`config.mk`:
```
export PLATFORM = sky130hd
export DESIGN_NAME = ext_bus_seq
export DESIGN_NICKNAME = d
export VERILOG_FILES = /design/src/rtl/ebs_pkg.sv /design/src/rtl/ebs_timebase.sv /design/src/rtl/ebs_cycle_reg.sv /design/src/rtl/ebs_strobe_gen.sv /design/src/rtl/ebs_bus_mux.sv /design/src/rtl/ext_bus_seq.sv
export SDC_FILE = /design/constraint.sdc
export NUM_CORES = 1
export LEC_CHECK = 0
export BUFFER_PORTS_ARGS = -buffer_cell sky130_fd_sc_hd__buf_2
export CORE_MARGIN = 3
export CORE_UTILIZATION = 35
export CTS_CLUSTER_SIZE = 10
export DETAILED_ROUTE_END_ITERATION = 6
export PLACE_DENSITY = 0.69
export SLEW_MARGIN = 20
export SYNTH_ARGS = -nofsm -noshare
export SYNTH_HDL_FRONTEND = slang
export SYNTH_SLANG_ARGS = --single-unit
```
`constraint.sdc`:
```
create_clock -name clk -period 1.9 [get_ports clk]
set_input_delay 0.57 -clock clk [delete_from_list [all_inputs] [get_ports clk]]
set_output_delay 0.57 -clock clk [all_outputs]
set_load 0.05 [all_outputs]
```
`src/rtl/ebs_pkg.sv`:
```
package ebs_pkg;

    localparam int BYTE_W = 8;
    localparam int ADDR_W = 16;

    typedef enum logic [2:0] {
        K_INT    = 3'd0,
        K_CODE   = 3'd1,
        K_MOVC   = 3'd2,
        K_XWIDE  = 3'd3,
        K_XNARW  = 3'd4
    } kind_e;

    typedef struct packed {
        kind_e               kind;
        logic                strap_ext;
        logic                ale_dis;
        logic                wr;
        logic [ADDR_W-1:0]   code_addr;
        logic [ADDR_W-1:0]   dptr;
        logic [BYTE_W-1:0]   ri_addr;
        logic [BYTE_W-1:0]   p2;
        logic [BYTE_W-1:0]   wdata;
    } cyc_t;

    function automatic kind_e decode_kind(input logic [2:0] raw);
        case (raw)
            3'd1:    return K_CODE;
            3'd2:    return K_MOVC;
            3'd3:    return K_XWIDE;
            3'd4:    return K_XNARW;
            default: return K_INT;
        endcase
    endfunction

    function automatic logic is_data(input kind_e k);
        return (k == K_XWIDE) || (k == K_XNARW);
    endfunction

    function automatic logic is_code(input kind_e k);
        return (k == K_CODE) || (k == K_MOVC);
    endfunction

endpackage

```
`src/rtl/ebs_timebase.sv`:
```
module ebs_timebase #(
    parameter int CPS = 2,
    parameter int NST = 6,
    parameter int TW  = $clog2(CPS * NST)
) (
    input  logic          clk,
    input  logic          rst,
    output logic [TW-1:0] tick,
    output logic          cyc_last
);
    localparam logic [TW-1:0] LAST = TW'(CPS * NST - 1);

    assign cyc_last = (tick == LAST);

    always_ff @(posedge clk) begin
        if (rst)
            tick <= '0;
        else if (cyc_last)
            tick <= '0;
        else
            tick <= tick + 1'b1;
    end
endmodule

```
`src/rtl/ebs_cycle_reg.sv`:
```
module ebs_cycle_reg
    import ebs_pkg::*;
#(
    parameter logic [BYTE_W-1:0] CTRL_ADDR = 8'h8E
) (
    input  logic              clk,
    input  logic              rst,
    input  logic              cyc_last,
    input  logic [2:0]        req_kind,
    input  logic              req_write,
    input  logic              strap_ext,
    input  logic [ADDR_W-1:0] code_addr,
    input  logic [ADDR_W-1:0] dptr,
    input  logic [BYTE_W-1:0] ri_addr,
    input  logic [BYTE_W-1:0] p2_latch,
    input  logic [BYTE_W-1:0] wdata,
    input  logic              ctrl_we,
    input  logic [BYTE_W-1:0] ctrl_addr,
    input  logic              ctrl_wbit,
    output cyc_t              cur
);
    logic dis_q;
    logic hit;
    logic dis_nxt;
    cyc_t nxt;

    assign hit     = ctrl_we && (ctrl_addr == CTRL_ADDR);
    assign dis_nxt = hit ? ctrl_wbit : dis_q;

    always_comb begin
        nxt.kind      = decode_kind(req_kind);
        nxt.strap_ext = strap_ext;
        nxt.ale_dis   = dis_nxt;
        nxt.wr        = req_write;
        nxt.code_addr = code_addr;
        nxt.dptr      = dptr;
        nxt.ri_addr   = ri_addr;
        nxt.p2        = p2_latch;
        nxt.wdata     = wdata;
    end

    always_ff @(posedge clk) begin
        if (rst) begin
            dis_q <= 1'b0;
            cur   <= '0;
        end else begin
            dis_q <= dis_nxt;
            if (cyc_last)
                cur <= nxt;
        end
    end
endmodule

```
`src/rtl/ebs_strobe_gen.sv`:
```
module ebs_strobe_gen
    import ebs_pkg::*;
#(
    parameter int CPS = 2,
    parameter int NST = 6,
    parameter int TW  = $clog2(CPS * NST)
) (
    input  logic [TW-1:0] tick,
    input  kind_e         kind,
    input  logic          strap_ext,
    input  logic          ale_dis,
    output logic          ale,
    output logic          ale_oe,
    output logic          psen_n
);
    localparam logic [TW-1:0] SLOT_A = TW'(CPS - 1);
    localparam logic [TW-1:0] SLOT_B = TW'(4 * CPS - 1);
    localparam logic [TW-1:0] RDA_LO = TW'(CPS);
    localparam logic [TW-1:0] RDA_HI = TW'(3 * CPS - 1);
    localparam logic [TW-1:0] RDB_LO = TW'(4 * CPS);
    localparam logic [TW-1:0] RDB_HI = TW'(NST * CPS - 1);

    logic suppress, ext_cyc, data_cyc, code_cyc;
    logic pulse_a, pulse_b, rd_win;

    assign suppress = ale_dis && !strap_ext;
    assign ext_cyc  = (kind != K_INT);
    assign data_cyc = is_data(kind);
    assign code_cyc = is_code(kind);

    assign pulse_a = (tick == SLOT_A) && !data_cyc && (code_cyc || !suppress);
    assign pulse_b = (tick == SLOT_B) && (ext_cyc || !suppress);

    assign rd_win = ((tick >= RDA_LO) && (tick <= RDA_HI)) ||
                    ((tick >= RDB_LO) && (tick <= RDB_HI));

    always_comb begin
        if (suppress && !ext_cyc) begin
            ale    = 1'b1;
            ale_oe = 1'b0;
        end else begin
            ale    = pulse_a || pulse_b;
            ale_oe = 1'b1;
        end
        psen_n = !(code_cyc && rd_win);
    end
endmodule

```
`src/rtl/ebs_bus_mux.sv`:
```
module ebs_bus_mux
    import ebs_pkg::*;
#(
    parameter int CPS = 2,
    parameter int NST = 6,
    parameter int TW  = $clog2(CPS * NST)
) (
    input  logic [TW-1:0]     tick,
    input  kind_e             kind,
    input  logic              wr,
    input  logic [ADDR_W-1:0] code_addr,
    input  logic [ADDR_W-1:0] dptr,
    input  logic [BYTE_W-1:0] ri_addr,
    input  logic [BYTE_W-1:0] p2,
    input  logic [BYTE_W-1:0] wdata,
    output logic [BYTE_W-1:0] ad_out,
    output logic              ad_oe,
    output logic [BYTE_W-1:0] a_hi
);
    localparam logic [TW-1:0] LATA_END = TW'(CPS);
    localparam logic [TW-1:0] LATB_LO  = TW'(3 * CPS);
    localparam logic [TW-1:0] LATB_HI  = TW'(4 * CPS - 1);
    localparam logic [TW-1:0] WR_LO    = TW'(4 * CPS);

    logic [ADDR_W-1:0] code_nxt;
    logic              in_lat_b;

    assign code_nxt = code_addr + 1'b1;
    assign in_lat_b = (tick >= LATB_LO) && (tick <= LATB_HI);

    always_comb begin
        ad_out = '0;
        ad_oe  = 1'b0;
        a_hi   = p2;
        if (is_code(kind)) begin
            if (tick < LATA_END) begin
                ad_out = code_addr[BYTE_W-1:0];
                ad_oe  = 1'b1;
            end else if (in_lat_b) begin
                ad_out = code_nxt[BYTE_W-1:0];
                ad_oe  = 1'b1;
            end
            a_hi = (tick < LATB_LO) ? code_addr[ADDR_W-1:BYTE_W]
                                    : code_nxt[ADDR_W-1:BYTE_W];
        end else if (is_data(kind)) begin
            if (kind == K_XWIDE)
                a_hi = dptr[ADDR_W-1:BYTE_W];
            if (in_lat_b) begin
                ad_out = (kind == K_XWIDE) ? dptr[BYTE_W-1:0] : ri_addr;
                ad_oe  = 1'b1;
            end else if ((tick >= WR_LO) && wr) begin
                ad_out = wdata;
                ad_oe  = 1'b1;
            end
        end
    end
endmodule

```
`src/rtl/ext_bus_seq.sv`:
```
module ext_bus_seq
    import ebs_pkg::*;
#(
    parameter int                CLKS_PER_STATE = 2,
    parameter int                STATES         = 6,
    parameter logic [BYTE_W-1:0] CTRL_ADDR      = 8'h8E
) (
    input  logic              clk,
    input  logic              rst,
    input  logic [2:0]        req_kind,
    input  logic              req_write,
    input  logic              strap_ext,
    input  logic [ADDR_W-1:0] code_addr,
    input  logic [ADDR_W-1:0] dptr,
    input  logic [BYTE_W-1:0] ri_addr,
    input  logic [BYTE_W-1:0] p2_latch,
    input  logic [BYTE_W-1:0] wdata,
    input  logic              ctrl_we,
    input  logic [BYTE_W-1:0] ctrl_addr,
    input  logic              ctrl_wbit,
    output logic              ale,
    output logic              ale_oe,
    output logic              psen_n,
    output logic [BYTE_W-1:0] ad_out,
    output logic              ad_oe,
    output logic [BYTE_W-1:0] a_hi
);
    localparam int CYC_LEN = CLKS_PER_STATE * STATES;
    localparam int TW      = $clog2(CYC_LEN);

    logic [TW-1:0] tick;
    logic          cyc_last;
    cyc_t          cur;
    logic [2:0]    cur_kind_w;

    assign cur_kind_w = cur.kind;

    ebs_timebase #(.CPS(CLKS_PER_STATE), .NST(STATES), .TW(TW)) u_tb (
        .clk(clk), .rst(rst), .tick(tick), .cyc_last(cyc_last)
    );

    ebs_cycle_reg #(.CTRL_ADDR(CTRL_ADDR)) u_creg (
        .clk(clk), .rst(rst), .cyc_last(cyc_last),
        .req_kind(req_kind), .req_write(req_write), .strap_ext(strap_ext),
        .code_addr(code_addr), .dptr(dptr), .ri_addr(ri_addr),
        .p2_latch(p2_latch), .wdata(wdata),
        .ctrl_we(ctrl_we), .ctrl_addr(ctrl_addr), .ctrl_wbit(ctrl_wbit),
        .cur(cur)
    );

    ebs_strobe_gen #(.CPS(CLKS_PER_STATE), .NST(STATES), .TW(TW)) u_stb (
        .tick(tick), .kind(cur.kind), .strap_ext(cur.strap_ext),
        .ale_dis(cur.ale_dis), .ale(ale), .ale_oe(ale_oe), .psen_n(psen_n)
    );

    ebs_bus_mux #(.CPS(CLKS_PER_STATE), .NST(STATES), .TW(TW)) u_mux (
        .tick(tick), .kind(cur.kind), .wr(cur.wr), .code_addr(cur.code_addr),
        .dptr(cur.dptr), .ri_addr(cur.ri_addr), .p2(cur.p2), .wdata(cur.wdata),
        .ad_out(ad_out), .ad_oe(ad_oe), .a_hi(a_hi)
    );
endmodule

```
* Word-level counts from Yosys, hierarchy flattened
Cells that the tools add are included.
Operators by class: multipliers 0, magnitude comparators 8, $add $sub $neg 2, bitwise operators 0, equal/unequal tests 12, shifts and indexed selects 0, multiplexer cells 21, reductions and logical operators 24, divide/modulo/power cells 0
Operators by type and width (number):
- 8-bit 2-to-1 mux | 11
- 16-bit by 1-bit adder with 16-bit output (second input constant) | 1
- 3-bit by 2-bit equality test with 1-bit output (second input constant) | 4
- 3-bit case mux with 4 select lines | 1
- 1-bit logical AND | 11
- 1-bit 2-to-1 mux | 9
- 8-bit equality test (second input constant) | 1
- 4-bit by 3-bit <= comparator with 1-bit output (second input constant) | 2
- 3-bit by 1-bit equality test with 1-bit output (second input constant) | 2
- 3-bit equality test (second input constant) | 2
- 1-bit logical OR | 6
- 1-bit zero test | 5
- 4-bit by 1-bit adder with 4-bit output (second input constant) | 1
- 4-bit by 1-bit equality test with 1-bit output (second input constant) | 1
- 4-bit by 3-bit equality test with 1-bit output (second input constant) | 1
- 4-bit equality test (second input constant) | 1
- 4-bit by 2-bit >= comparator with 1-bit output (second input constant) | 1
- 4-bit by 3-bit >= comparator with 1-bit output (second input constant) | 1
- 4-bit >= comparator (second input constant) | 1
- 4-bit <= comparator (second input constant) | 1
- 4-bit by 2-bit less-than comparator with 1-bit output (second input constant) | 1
- 4-bit by 3-bit less-than comparator with 1-bit output (second input constant) | 1
- 3-bit nonzero test | 1
- 2-bit OR reduction | 1
Storage, ports and cells: latch bits 0, input port bits 73, flip-flop bits (word level) 67, memory bits (writable) 0, bits in read-only memories 0, memories kept 0, output and inout port bits 20

* Logic depth before layout (Yosys ltp)
Gate-level depths: netlist of the first run.
depth in word-level cells 7, depth in mapped cells 8

* Cells and area by module
Synthesis of the first run repeated with hierarchy kept, for this count alone.
Unflattened totals: cells, all modules 379, area total of the unflattened synthesis 3313.2 um^2
Modules (own cells, without submodules):
- ebs_cycle_reg | times used 1, cells an instance 211, area each 2239.6 um^2
- ebs_bus_mux | times used 1, cells an instance 139, area each 787.0 um^2
- ebs_timebase | times used 1, cells an instance 16, area each 188.9 um^2
- ebs_strobe_gen | times used 1, cells an instance 13, area each 97.6 um^2

* Least setup slack after synthesis of the first run
No wires, ideal clock.
path type flip-flop to output port, start point register u_tb.tick[1], end point output port a_hi[6], data arrival time 2.260 ns, cell stages (with the launch flop) 7, path buffers 1, slack -0.930 ns, cell sequence dfxtp_1 and2_1 buf_6 o2111a_2 nand3_1 xor2_1 o21ai_0
On the way: word-level cells in the longest chain between the ends 3
Ends and longest elaborated chain:
- from (decl) | RTL line ebs_timebase.sv:8 | output logic [TW-1:0] tick,
- from (signal assigned) | RTL line ebs_timebase.sv:21 | tick <= tick + 1'b1;
- 4-bit by 3-bit less-than comparator with 1-bit output | RTL line ebs_bus_mux.sv:43 | a_hi = (tick < LATB_LO) ? code_addr[ADDR_W-1:BYTE_W]
- 8-bit 2-to-1 mux | RTL line ebs_bus_mux.sv:43
- 8-bit 2-to-1 mux | RTL line ebs_bus_mux.sv:35 | if (is_code(kind)) begin
- to (decl) | RTL line ext_bus_seq.sv:26 | output logic [BYTE_W-1:0] a_hi
No other way between the ends.

* Final worst setup path of the first run
start point register, netlist name u_creg.cur[59], end point output port ad_out[6]
On the way: word-level cells in the longest chain between the ends 5, elaborated cells on any way between the ends 10, classes of those cells eq/ne (4); mux (4); reduce/logical (2)
Ends and longest elaborated chain:
- 3-bit by 2-bit equality test with 1-bit output | RTL line ebs_pkg.sv:37, ebs_bus_mux.sv:49
- 8-bit 2-to-1 mux | RTL line ebs_bus_mux.sv:49 | ad_out = (kind == K_XWIDE) ? dptr[BYTE_W-1:0] : ri_addr;
- 8-bit 2-to-1 mux | RTL line ebs_bus_mux.sv:48 | if (in_lat_b) begin
- 8-bit 2-to-1 mux | RTL line ebs_bus_mux.sv:45 | end else if (is_data(kind)) begin
- 8-bit 2-to-1 mux * | RTL line ebs_bus_mux.sv:35
- to (decl) | RTL line ext_bus_seq.sv:24 | output logic [BYTE_W-1:0] ad_out,
Every way passes the cells marked *; elsewhere a longest branch is shown, timed or not.

==> results of run 1 <==
-- Yosys cell counts (all sizes together) (3+ instances only) --
master	instances
a21oi	78
a221o	6
a22oi	7
and3	3
buf	15
clkbuf	15
dfxtp	67
ha	5
mux2i	3
nand2	154
nand3	9
nand3b	3
nand4	4
nor2	24
nor3	5
o211ai	3
o21ai	10
xnor2	3
xor2	12
-- metal layers --
layer  global-route usage (%)  vias up  share of wire [%]
li1                         -     1810                  -
met1                     25.1     1711                 43
met2                     33.9      120                 49
met3                     4.13       23                5.7
met4                     7.67        0                2.8
met5                        0        -                  0
-- what timing repair did --
action,CTS,global route
hold buffers,0,0
pin swaps,18,11
setup endpoints to repair,20,37
buffers inserted,1,7
cloned,0,1
resized for setup,90,37
-- worst register-to-register path, stage by stage, from the launching register on --
cell	delay, ps
dfxtp_4	370
buf_6	120
buf_4	120
ha_1	180
buf_4	140
and2b_2	230
and2_4	190
buf_12	160
nand3b_1	120
a21oi_2	80
-- path summary, 6_finish.rpt --
| path | startpoint | end | slack, ps | cells past startpoint |
|---|---|---|---|---|
| hold / removal | u_creg.cur[8] | u_creg.cur[8] | 460 | 2 |
| hold reg to reg | u_creg.cur[8] | u_creg.cur[8] | 460 | 2 |
| setup reg to reg | u_tb.tick[1] | u_creg.cur[59] | 70 | 9 |
| setup / recovery | u_creg.cur[59] | ad_out[6] | -670 | 6 |
-- power groups by stage --
stage                     clock network (µW)  registers [µW]  logic [µW]
final                                   1230            1410         262
after global routing                    1320            1410         281
after CTS                               1250            1410         252
after detailed placement                   0            1450         227
after global placement                     0            1450         221
after floorplan                            0            1450        95.6
-- logic make-up after synthesis --
| kind of cell | Yosys count |
|---|---|
| and+or+nand+nor | 218 |
| AOI/OAI and AO/OA | 110 |
| DFF | 67 |
| buffers and inverters | 32 |
| xor gates and xnor gates | 15 |
| adders and majority gates | 5 |
| muxes | 3 |
-- registers in the layout, indices dropped and copies added, names as in the netlist --
register	flops
u_tb.tick	4
u_creg.dis_q	1
u_creg.cur	62
-- placed cells by master, fill, tap and decap left out, drive strengths merged, types with 2 or more instances in the layout --
cell type	n
nand4	4
xor2	12
o21a	2
a221o	6
a22oi	7
and2	2
nand2b	2
nor2	24
dfxtp	67
nand2	154
mux2i	3
nand3b	3
clkinv	3
or2	2
and3	3
or3	2
ha	5
buf	170
xnor2	3
nand3	9
nor3b	2
and4	2
inv	3
clkbuf	11
nor3	5
o21ai	10
o211ai	3
a21oi	78
-- stage by stage --
stage	hold WS (ps)	setup TNS, ps	std cells	cell area (µm²)	worst slack (ps)
2_1_floorplan	431	-3040	450	3490	-360
3_3_place_gp	443	-5360	689	4480	-365
3_5_place_dp	447	-5940	689	4480	-387
4_1_cts	444	-10440	706	5020	-651
5_1_grt	451	-11760	714	5230	-705
6_report	457	-10670	714	5230	-674
-- area by class of cell --
cell class | instances | area share, %
tap | 108 | 2.58
clock inverter | 5 | 1.17
multi-input combinational | 351 | 42.4
sequential | 67 | 26.2
timing repair buffer | 170 | 24.8
inverter | 2 | 0.191
clock buffer | 11 | 2.70
==> flow_summary_export.csv, run 1 <==
group,metric,value,unit
setup_path,cp_cell_sequence,"buf_12, xnor2_4, or3_4, buf_6, o211ai_1, buf_4",
timing,fin_crit_sh,135,%
setup_path,max_stage_delay,370,ps
finish,antenna_cells,0,
global_routing,grt_max_degree,68,
floorplan,start_util,37.0,%
pwr,leakagePower,0.00199,µW
synth,synth_xor_xnor_area_share,3.98,%
clock_network,htree_levels,3,
timing,rsz0062_at_grt,"true",
pwr,pwr-share-clk,42.3,%
setup_path,crit_family,"buffers and inverters",
pwr,ir_drop,0.000340,V
timing,setup_ws,-674,ps
clock_network,clkSlewWorstSetupHoldPaths,80,ps
synth,synth_simple_gate_area_share,28.4,%
placed_design,place_congestion,0.857,
route,num_vias,3664,
pwr,power.internal,2190,µW
route,wl_per_cell,15.4,µm
global_routing,grt_pass1_wl,16500,µm
synth,yosys-mux-area-fraction,0.909,%
pwr,share_comb_of_total_power,9.0,%
clock_network,numCtsBuffers,9,
placed_design,dp_hpwl,7750,µm
timing,fmax,0.388,GHz
finish,n_fill_cell,748,
setup_path,slowest_stage,"dfxtp_4",
clock_network,clkSinkCount,67,
route,dr.pass1.iters,4,
pwr,power_density,555,nW/µm²
timing,finalSetupViolCount,20,
floorplan,dieHeight,103,µm
setup_path,arrival,2000,ps
outcome,violations,"negative setup slack",
synth,async_flop_share,0,%
synth,yosysTopAreaCell,"dfxtp_1",
floorplan,num_rows,34,
hold_path,hold_class,"register to register",
route,drc,0,
global_routing,antenna_found_initial,0,
finish,nets,679,
synth,synth_fa_ha_area_share,1.89,%
timing,slew_violations,0,
pwr,p_total,2900,µW
synth,synth.distinct_cells,43,
pwr,power_frac_seq,48.6,%
timing,hold_violations,0,
floorplan,pin_count,93,
finish,drive_gt1_share,44.4,%
synth,synth_cells,450,
placed_design,numPortBuffers,92,
route,drt_wl_total,11000,µm
synth,ys_warn_count,0,
synth,synth_ff_type,"dfxtp_1",
setup_path,worst-path-buf-inv,3,
synth,synth_edf_count,0,
setup_path,end_kind,"primary output",
synth,synth_compound_area_share,19.1,%
synth,avgSynthCellArea,7.34,µm²
synth,synth.area.top_cells,"dfxtp_1, nand2_1, a21oi_1",
timing,worst_pin_slew,350,ps
route,viasPerCell,5.13,
global_routing,grt_usage,20.1,%
clock_network,cts_tree,"done",
clock_network,clockBufferDepth,2,
timing,slew_headroom,76.5,%
synth,netlist_area,3300,µm²
synth,yosysTopAreaCellShare,40.6,%
pwr,p_sw_share,24.7,%
floorplan,die-area,10600,µm²
setup_path,cp.required,1330,ps
route,ant_nets,0,
global_routing,overflow,0,
finish,multiInputGateArea,2220,µm²
global_routing,grt_pass1_vias,3471,
finish,area_growth,58.5,%
synth,syn-num-nets,528,
setup_path,worstSetupPathType,"register to primary output",
outcome,status,"finished, violations left",
synth,synth_top_family_by_area,"simple AND/OR/NAND/NOR gates",
setup_path,path_max_fanout,4,
floorplan,core,8930,µm²
finish,seqCellArea,1370,µm²
synth,ys_seq_area_share,40.6,%
timing,fin_crit,2570,ps
flow_run,maxCapViolations,0,
timing,fin_skew,7.37,ps
pwr,power_switching,716,µW
route,drtIter0Drc,194,
clock_network,clk_latency,340,ps
finish,final_core_util,58.6,%
clock_network,clock-root-buffer,"clkbuf_8",
setup_path,start_kind,"register",
synth,ys_ff_latch,67,
floorplan,die_w,103,µm
Note: power is estimated with default switching activity, not from simulation.
==> run 2, diff against run 1 <==
--- a/config.mk
+++ b/config.mk
@@ -5,12 +5,14 @@
 export SDC_FILE = /design/constraint.sdc
 export NUM_CORES = 1
 export LEC_CHECK = 0
+export ABC_AREA = 1
 export BUFFER_PORTS_ARGS = -buffer_cell sky130_fd_sc_hd__buf_2
+export CORE_ASPECT_RATIO = 1.1
 export CORE_MARGIN = 3
 export CORE_UTILIZATION = 35
 export CTS_CLUSTER_SIZE = 10
 export DETAILED_ROUTE_END_ITERATION = 6
-export PLACE_DENSITY = 0.69
+export PLACE_DENSITY = 0.68
 export SLEW_MARGIN = 20
 export SYNTH_ARGS = -nofsm -noshare
 export SYNTH_HDL_FRONTEND = slang
==> run 2 against run 1 <==
  * The flow still finishes with violations (negative setup slack)
  * Clock skew rose by 2.9 ps
  * Via count rose by 5.3%
  * Final cell count rose by 5.9%
  * Sequential cell count did not move
  * Global-route usage fell by 0.28 points
  * Design area fell by 0.14%
  * Largest cell class unchanged
  * Highest routed layer unchanged
==> flow_summary_export.csv, run 2 <==
group,metric,value,unit
outcome,status,"finished, violations left",
outcome,violations,"negative setup slack",
finish,area_growth,56.8,%
synth,synth.area.top_cells,"dfxtp_1, nand2_1, a21oi_1",
finish,multiInputGateArea,2110,µm²
flow_run,maxCapViolations,0,
finish,largest_register,"u_creg.cur",
clock_network,clk_latency,360,ps
setup_path,arrival,1760,ps
placed_design,numPortBuffers,92,
global_routing,grt_pass1_vias,3665,
global_routing,grt_max_degree,34,
hold_path,hold_class,"primary input to register",
setup_path,timing.rr.start,"u_tb.tick[3]",
clock_network,clockBufferDepth,2,
timing,slew_violations,0,
route,drt_wl_total,11000,µm
setup_path,rr_endpoint,"u_creg.cur[3]",
synth,ys_seq_area_share,40.2,%
route,viasPerCell,5.10,
timing,fmax,0.428,GHz
clock_network,clkSinkCount,67,
synth,async_flop_share,0,%
hold_path,hold_end,"u_creg.cur[33]",
placed_design,postPlaceCellArea,4240,µm²
finish,reg.largest.list,"u_creg.cur x62, u_tb.tick x4, u_creg.dis_q x1",
finish,n_fill_cell,762,
synth,ys_top_cells_by_count,"nand2_1, dfxtp_1, a21oi_1",
timing,rsz0062_at_grt,"true",
clock_network,cts_tree,"done",
setup_path,cp_cell_sequence,"inv_2, buf_6, nand2_4, a21oi_4, buf_12, buf_12, a21oi_2, o21ai_1, nand2_2, buf_8",
global_routing,overflow,0,
synth,netlist_area,3330,µm²
finish,final_area,5230,µm²
finish,drive_gt1_share,42.2,%
timing,finalSetupViolCount,20,
synth,synth_ff_type,"dfxtp_1",
synth,avgSynthCellArea,6.68,µm²
hold_path,min_path_cells,3,
clock_network,numCtsBuffers,9,
timing,fin_skew,10.2,ps
pwr,ir_drop,0.000377,V
floorplan,core,9050,µm²
finish,final_core_util,57.7,%
timing,fin_crit,2330,ps
setup_path,crit_top_cell,"buf_12",
pwr,power_density,556,nW/µm²
route,num_vias,3857,
timing,fin_crit_sh,123,%
setup_path,slowest_stage,"dfxtp_2",
route,dr.pass1.iters,6,
timing,slew_headroom,74.1,%
clock_network,htree_levels,3,
clock_network,clkSlewWorstSetupHoldPaths,80,ps
setup_path,max_stage_delay,330,ps
synth,synth_cells,499,
setup_path,reg2reg_depth,7,
route,drc,0,
setup_path,start_kind,"register",
finish,largest_register_ff_count,62,
setup_path,path_max_fanout,8,
synth,syn-num-nets,577,
clock_network,clock-root-buffer,"clkbuf_8",
placed_design,placedCellCount,728,
global_routing,grt_pass1_wl,17000,µm
synth,ys_warn_count,0,
finish,layoutNonFillerInstCount,756,
floorplan,dieHeight,108,µm
timing,hold_violations,0,
setup_path,worstSetupPathType,"register to primary output",
timing,worst_pin_slew,388,ps
setup_path,cp.required,1330,ps
route,drtIter0Drc,210,
floorplan,num_rows,36,
synth,ys_ff_latch,67,
finish,seqCellArea,1370,µm²
placed_design,place_ws,-240,ps
hold_path,hold_start,"dptr[9]",
floorplan,pin_count,93,
global_routing,antenna_found_initial,0,
floorplan,start_util,36.8,%
setup_path,regToRegSetupSlack,260,ps
synth,yosysTopAreaCellShare,40.2,%
floorplan,die_w,99.0,µm
placed_design,place_congestion,0.862,
global_routing,grt_usage,19.8,%
placed_design,dp_hpwl,7420,µm
finish,final_common_cell,"nand2_1",
finish,antenna_cells,0,
setup_path,end_kind,"primary output",
synth,yosysTopAreaCell,"dfxtp_1",
floorplan,die-area,10700,µm²
timing,setup_ws,-434,ps
clock_network,cts_hold_buf,0,
synth,synth_edf_count,0,
route,wl_per_cell,14.5,µm
synth,synth_most_common_cell,"nand2_1",
route,ant_nets,0,
synth,synth.distinct_cells,28,
finish,final_cell_mix,"nand2_1, buf_2, a21oi_1, dfxtp_1, inv_1",
finish,nets,715,
pwr,leakagePower,0.00221,µW
-- run 2: changes by cell type after synthesis, moves of 4 or more --
cell,previous run,this run
xor2_1,12,1
o21ai_0,9,51
nand2_2,0,5
nand2_1,154,146
inv_1,2,50
a21oi_1,78,65
nand3_1,9,22
inv_2,0,4
nor2_1,22,30
buf_2,9,4
a221o_1,6,0
-- run 2: metal layers --
layer  global-route usage, %  routed length, µm  up-vias
met1                    24.5               4670     1804
met2                    33.2               5400      123
met5                       0                  0        -
met3                    3.42                605       29
met4                    9.66                313        0
li1                        -                  -     1901
-- run 2: critical path: cells and delay by family, from the launching register on --
kind	cells	cell delay, ps
AOI/OAI and AO/OA	3	300
buffers and inverters	5	630
DFF	1	330
and+or+nand+nor	2	150
-- run 2: what timing repair did --
item,CTS,global route
pin swaps,21,30
cloned,1,0
endpoints found under the setup margin,20,20
gates resized for setup,132,65
setup buffers,4,8
-- run 2: final cells by class --
cell class              count  area share, %
repair buffers            150           22.5
clock inverters             6           1.39
multi-input cells         354           40.3
inverters                  55           4.29
clock buffers              10           2.63
well taps                 114           2.73
flip-flops and latches     67           26.1
-- run 2: per-stage QoR --
stage	power, µW	hold WS, ps	TNS, ps
after floorplan	1530	423	-67.3
after global placement	1640	440	-1760
after detailed placement	1640	444	-2420
after CTS	2900	435	-6920
after global routing	3010	448	-8970
final	2900	448	-7640
-- run 2: kinds of logic (layout without fill, tap and decap cells) --
logic type,count (synthesis),in the layout,synth area share [%]
adders and majority gates,5,5,1.88
xor gates and xnor gates,1,1,0.263
and+or+nand+nor,215,215,26.3
AOI/OAI and AO/OA,133,133,21.2
buffers and inverters,78,221,10.1
DFF,67,67,40.2
-- run 2: worst max path at each step --
| stage | to | slack [ps] | start |
|---|---|---|---|
| after floorplan | psen_n | -50 | u_tb.tick[2] |
| final | a_hi[7] | -430 | u_creg.cur[61] |
| after CTS | a_hi[3] | -390 | u_creg.cur[60] |
| after global routing | a_hi[7] | -510 | u_creg.cur[61] |
| after global placement | a_hi[6] | -190 | u_creg.cur[40] |
| after detailed placement | a_hi[6] | -240 | u_creg.cur[41] |
-- run 2: where the power goes --
part	internal (µW)	leakage, µW	switching, µW
Clock	655	0.000103	614
Sequential	1410	0.000547	7.27
Combinational	106	0.00156	118
Total	2170	0.00221	739
